--- config.mk ---
export PLATFORM = sky130hd
export DESIGN_NAME = pcm_serial_tx
export DESIGN_NICKNAME = d
export VERILOG_FILES = /design/src/rtl/pcm_tx_pkg.sv /design/src/rtl/pcm_bclk_gen.sv /design/src/rtl/pcm_frame_seq.sv /design/src/rtl/pcm_bit_mux.sv /design/src/rtl/pcm_serial_tx.sv
export SDC_FILE = /design/constraint.sdc
export NUM_CORES = 1
export LEC_CHECK = 0
export ABC_AREA = 1
export CORE_MARGIN = 3
export CORE_UTILIZATION = 54
export DETAILED_ROUTE_END_ITERATION = 10
export PLACE_DENSITY_LB_ADDON = 0.1
export SLEW_MARGIN = 20
export SYNTH_ARGS = -nofsm -noshare
export SYNTH_HDL_FRONTEND = slang
export SYNTH_SLANG_ARGS = --single-unit
--- constraint.sdc ---
create_clock -name clk -period 3.3 [get_ports clk]
set_input_delay 0.825 -clock clk [delete_from_list [all_inputs] [get_ports clk]]
set_output_delay 0.825 -clock clk [all_outputs]
set_load 0.02 [all_outputs]
--- src/rtl/pcm_tx_pkg.sv ---
package pcm_tx_pkg;

    localparam int MAX_W = 24;

    typedef enum logic {
        FMT_I2S = 1'b0,
        FMT_LJ  = 1'b1
    } fmt_e;

    typedef struct packed {
        logic [MAX_W-1:0] left;
        logic [MAX_W-1:0] right;
    } pair_t;

    typedef struct packed {
        logic       right;
        logic [7:0] idx;
    } slot_t;

    // Map a frame position onto a channel slot and a bit index within it.
    function automatic slot_t locate(input int unsigned p, input int unsigned half);
        slot_t s;
        s.right = (p >= half);
        s.idx   = 8'(s.right ? p - half : p);
        return s;
    endfunction

    // Bit of the pair sent at a slot position; zero past the sample width.
    function automatic logic pick_bit(input pair_t pr, input slot_t s, input int unsigned w);
        logic [MAX_W-1:0] smp;
        int unsigned      k;
        if (32'(s.idx) >= w) return 1'b0;
        smp = s.right ? pr.right : pr.left;
        k   = w - 1 - 32'(s.idx);
        return smp[5'(k)];
    endfunction

endpackage

--- src/rtl/pcm_bclk_gen.sv ---
module pcm_bclk_gen #(
    parameter int HALF_DIV = 2
) (
    input  logic clk,
    input  logic rst,
    output logic bclk,
    output logic fall_tick
);
    logic bclk_q;
    logic wrap;

    generate
        if (HALF_DIV == 1) begin : g_nodiv
            assign wrap = 1'b1;
        end else begin : g_div
            localparam int CW = $clog2(HALF_DIV);
            logic [CW-1:0] cnt;
            always_ff @(posedge clk) begin
                if (rst)       cnt <= '0;
                else if (wrap) cnt <= '0;
                else           cnt <= cnt + CW'(1);
            end
            assign wrap = (cnt == CW'(HALF_DIV - 1));
        end
    endgenerate

    always_ff @(posedge clk) begin
        if (rst)       bclk_q <= 1'b0;
        else if (wrap) bclk_q <= ~bclk_q;
    end

    assign bclk      = bclk_q;
    assign fall_tick = wrap & bclk_q;
endmodule

--- src/rtl/pcm_frame_seq.sv ---
module pcm_frame_seq
    import pcm_tx_pkg::*;
#(
    parameter int FRAME_BITS = 64,
    localparam int PW = $clog2(FRAME_BITS)
) (
    input  logic          clk,
    input  logic          rst,
    input  logic          fall_tick,
    input  logic          in_valid,
    input  pair_t         in_pair,
    input  fmt_e          fmt_in,
    output logic          in_ready,
    output logic [PW-1:0] pos_next,
    output pair_t         pair_old,
    output pair_t         pair_next,
    output fmt_e          fmt_next,
    output logic          underrun
);
    logic [PW-1:0] pos_q;
    pair_t         pair_q;
    fmt_e          fmt_q;
    logic          boundary;

    assign boundary  = fall_tick && (pos_q == PW'(FRAME_BITS - 1));
    assign in_ready  = boundary;
    assign pos_next  = boundary ? '0 : pos_q + PW'(1);
    assign pair_next = (boundary && in_valid) ? in_pair : pair_q;
    assign fmt_next  = boundary ? fmt_in : fmt_q;
    assign pair_old  = pair_q;

    always_ff @(posedge clk) begin
        if (rst) begin
            pos_q    <= PW'(FRAME_BITS - 1);
            pair_q   <= '0;
            fmt_q    <= FMT_I2S;
            underrun <= 1'b0;
        end else begin
            underrun <= boundary && !in_valid;
            if (fall_tick) begin
                pos_q  <= pos_next;
                pair_q <= pair_next;
                fmt_q  <= fmt_next;
            end
        end
    end
endmodule

--- src/rtl/pcm_bit_mux.sv ---
module pcm_bit_mux
    import pcm_tx_pkg::*;
#(
    parameter int SAMPLE_W   = 16,
    parameter int FRAME_BITS = 64,
    localparam int PW   = $clog2(FRAME_BITS),
    localparam int HALF = FRAME_BITS / 2
) (
    input  logic [PW-1:0] pos,
    input  pair_t         pair_old,
    input  pair_t         pair_new,
    input  fmt_e          fmt,
    output logic          data_bit,
    output logic          wclk_lvl
);
    always_comb begin
        int unsigned p;
        int unsigned q;
        pair_t       src;
        slot_t       s;
        p = 32'(pos);
        if (fmt == FMT_LJ) begin
            q   = p;
            src = pair_new;
        end else begin
            // I2S: data trails the word clock by one bit period.
            q   = (p == 0) ? FRAME_BITS - 1 : p - 1;
            src = (p == 0) ? pair_old : pair_new;
        end
        s        = locate(q, HALF);
        data_bit = pick_bit(src, s, SAMPLE_W);
        wclk_lvl = (fmt == FMT_LJ) ? (p < HALF) : (p >= HALF);
    end
endmodule

--- src/rtl/pcm_serial_tx.sv ---
module pcm_serial_tx
    import pcm_tx_pkg::*;
#(
    parameter int SAMPLE_W   = 16,
    parameter int FRAME_BITS = 64,
    parameter int HALF_DIV   = 2
) (
    input  logic                clk,
    input  logic                rst,
    input  logic                fmt_lj,
    input  logic                in_valid,
    input  logic [SAMPLE_W-1:0] in_left,
    input  logic [SAMPLE_W-1:0] in_right,
    output logic                in_ready,
    output logic                bclk,
    output logic                wclk,
    output logic                sdata,
    output logic                underrun
);
    localparam int PW = $clog2(FRAME_BITS);

    generate
        if (FRAME_BITS != 16 && FRAME_BITS != 32 && FRAME_BITS != 64) begin : g_bad_frame
            $error("FRAME_BITS must be 16, 32 or 64");
        end
        if (FRAME_BITS < 2 * SAMPLE_W) begin : g_bad_fit
            $error("FRAME_BITS must hold two samples");
        end
        if (SAMPLE_W > MAX_W || SAMPLE_W < 1) begin : g_bad_width
            $error("SAMPLE_W out of range");
        end
        if (HALF_DIV < 1) begin : g_bad_div
            $error("HALF_DIV must be at least 1");
        end
    endgenerate

    logic          fall_tick;
    pair_t         in_pair;
    pair_t         pair_old;
    pair_t         pair_next;
    fmt_e          fmt_next;
    logic [PW-1:0] pos_next;
    logic          data_bit;
    logic          wclk_lvl;
    logic          sdata_q;
    logic          wclk_q;

    assign in_pair.left  = MAX_W'(in_left);
    assign in_pair.right = MAX_W'(in_right);

    pcm_bclk_gen #(.HALF_DIV(HALF_DIV)) u_bclk (
        .clk       (clk),
        .rst       (rst),
        .bclk      (bclk),
        .fall_tick (fall_tick)
    );

    pcm_frame_seq #(.FRAME_BITS(FRAME_BITS)) u_seq (
        .clk       (clk),
        .rst       (rst),
        .fall_tick (fall_tick),
        .in_valid  (in_valid),
        .in_pair   (in_pair),
        .fmt_in    (fmt_e'(fmt_lj)),
        .in_ready  (in_ready),
        .pos_next  (pos_next),
        .pair_old  (pair_old),
        .pair_next (pair_next),
        .fmt_next  (fmt_next),
        .underrun  (underrun)
    );

    pcm_bit_mux #(.SAMPLE_W(SAMPLE_W), .FRAME_BITS(FRAME_BITS)) u_mux (
        .pos      (pos_next),
        .pair_old (pair_old),
        .pair_new (pair_next),
        .fmt      (fmt_next),
        .data_bit (data_bit),
        .wclk_lvl (wclk_lvl)
    );

    always_ff @(posedge clk) begin
        if (rst) begin
            sdata_q <= 1'b0;
            wclk_q  <= 1'b0;
        end else if (fall_tick) begin
            sdata_q <= data_bit;
            wclk_q  <= wclk_lvl;
        end
    end

    assign sdata = sdata_q;
    assign wclk  = wclk_q;
endmodule

==> flow_summary.ini <==
[global_routing]
track_usage_pct = 23.0
antenna_found_initial = 0
grt_use_met1_pct = 29.1
grt_first_pass_wirelength_um = 11500
met2_usage_pct = 38.3
grt_pass1_vias = 2696
grt_overflow = 0
grt_max_degree = 38
met3_usage_pct = 4.76
grt-busiest-layer = met2

[setup_path]
path_cells = ha_1 > nand2_1 > inv_2 > nand3_2 > nor2_4 > clkdlybuf4s50_1
path_max_fanout = 7
critPathTopFamily = buffers and inverters
r2r_slack_ns = 0.43
r2r_end = sdata
cp-start-kind = flop
path_class = flop to primary output
cp.required_ns = 2.47
cp.arrival_ns = 2.17
r2r_cells = 17
cp_slowest_cell = clkdlybuf4s50_1
slowest_delay_ns = 0.61
path_buf_inv = 2
worst-path-stages = 6
worstSetupEndpointType = primary output
regToRegStartpoint = u_seq.pos_q[0]

[sta]
slew_headroom_pct = 63.8
fin_crit_sh_pct = 90.6
tns_ns = 0
maxSlewViolCount = 0
period_minus_slack_ns = 2.99
fin_skew_ns = 0.00897
worst_slew_pin_slew_ns = 0.542
rsz0062_at_grt = false
fmax_ghz = 0.334
setup_viol = 0
finalHoldViolations = 0

[finish]
final_area_um2 = 3320
n_antenna_cell = 0
syn_to_final_growth_pct = 20.5
filler_cell_count = 465
final_nets = 533
drive_above_1_share_pct = 7.46

[place]
placed_area_um2 = 3190
place_hpwl_um = 4720
gp_congestion = 0.894
io_buffer_count = 40

[logic_synthesis]
avgSynthCellArea_um2 = 5.98
seq_area_frac_synth_pct = 31.9
synth_cell_types = 32
synth_top_area_share_pct = 31.9
syn_inst = 461
synthTopCellsByArea = dfxtp_1, nand2_1, nand3_1
synth_common_cells = nand2_1, nand3_1, dfxtp_1
yosysMostFrequentCell = nand2_1
synth_edf_count = 0
synth.cell_area_um2 = 2760
ys.flop_type = dfxtp_1
syn-num-nets = 499
synth_seq_cells = 44
synth_top_cell_by_area = dfxtp_1
async_flop_share_pct = 0
ys_warn_count = 0

[routing]
vias = 2933
wl_per_cell_um = 11.8
vias_per_cell = 5.21
drc_errors = 0
drt_iter0_drc = 197
drt.antenna.violating_nets = 0
drt_pass1_iterations = 4
route.final.wire_length_um = 6620

[clocking]
cts.sinks = 44
clock_path_buffers = 2
cts_buffers = 5
clock_latency_ns = 0.30
tritoncts = built
cts.clk_slew.worst_paths_ns = 0.09
cts-root-buf = clkbuf_8
h-tree-depth = 2

[job]
cap_violations = 0

[pwr]
powerDensity_nw_per_um2 = 455
p_leak_nw = 1.65
ir_drop_uv = 236
power_mw = 1.51

[worst_hold_path]
holdPathStages = 1
hold_class = flop to flop
min_to = u_bclk.g_div.cnt
holdCritStartpoint = u_bclk.g_div.cnt

[floorplan]
die_h_um = 77.5
rows = 25
dieArea_um2 = 6000
fp.dieW_um = 77.5
io_pins = 41
coreArea_um2 = 4820
start_util_pct = 57.3

[status]
status = finished, final reports clean
==> routing by layer <==
layer  routed length, µm  vias to the layer above
met4                 136                        0
met2                3130                       72
li1                    -                     1534
met5                   0                        -
met3                 337                       11
met1                3020                     1316
==> registers in the layout, indices dropped and copies added (netlist names) <==
register	flops
u_bclk.bclk	1
u_seq.pos_q	6
wclk	1
u_seq.pair_old	32
sdata	1
u_seq.fmt_q	1
u_seq.underrun	1
u_bclk.g_div.cnt	1
==> stage by stage <==
stage / util, % / setup slack [ns] / hold slack (ns) / std cells
2_1_floorplan: - / 0.934 / 0.413 / 461
3_3_place_gp: 66.1 / 0.412 / 0.422 / 555
3_5_place_dp: 66.1 / 0.327 / 0.434 / 555
4_1_cts: 68.8 / 0.303 / 0.450 / 563
5_1_grt: 69.0 / 0.115 / 0.478 / 563
6_report: 69.0 / 0.310 / 0.445 / 563
==> repair_timing <==
item                                    CTS  global route
resized for setup                         0             1
endpoints found under the setup margin    0             1
setup buffers                             0             0
hold buffers                              0             0
==> worst max-delay path by stage <==
stage | startpoint | to | slack (ns)
2_1_floorplan | u_seq.pos_q[0] | sdata | 0.93
3_3_place_gp | fmt_lj | sdata | 0.41
6_report | u_seq.pos_q[0] | in_ready | 0.31
3_5_place_dp | fmt_lj | sdata | 0.33
4_1_cts | u_seq.pos_q[0] | sdata | 0.30
5_1_grt | u_seq.pos_q[0] | sdata | 0.12
==> final cells by class <==
type / count / area (µm²) / share of cell area, %
Clock buffer: 7 / 96.3 / 2.90
Clock inverter: 1 / 30.0 / 0.904
Inverter: 28 / 105 / 3.16
Multi-Input combinational cell: 367 / 1660 / 49.9
Sequential cell: 44 / 881 / 26.5
Tap cell: 67 / 83.8 / 2.52
Timing Repair Buffer: 49 / 468 / 14.1
==> kinds of logic (layout without fill, tap and decap cells) <==
| logic type | after synthesis | in the layout | synth area share (%) |
|---|---|---|---|
| AOI/OAI and AO/OA | 47 | 47 | 9.52 |
| and+or+nand+nor | 317 | 317 | 49.0 |
| adders and majority gates | 2 | 2 | 0.907 |
| buffers and inverters | 50 | 85 | 8.34 |
| xor gates and xnor gates | 1 | 1 | 0.318 |
| DFF | 44 | 44 | 31.9 |
==> placed cells by master, fill, tap and decap left out, types with 4 or more instances in the layout <==
cell,synthesis,routed
dfxtp_1,44,44
a21oi_1,30,30
inv_1,24,24
nand2_2,4,4
nor2_1,24,24
o21ai_0,10,10
clkbuf_8,0,7
buf_4,1,9
nand2_1,214,214
nand3_1,61,61
clkdlybuf4s50_1,0,40
==> where the power goes <==
part	internal (mW)	total, mW	switching, mW
Sequential	0.545	0.556	0.0113
Clock	0.267	0.460	0.193
Combinational	0.166	0.496	0.331
Total	0.978	1.51	0.534
No activity file was read; power rests on OpenSTA's default activity.
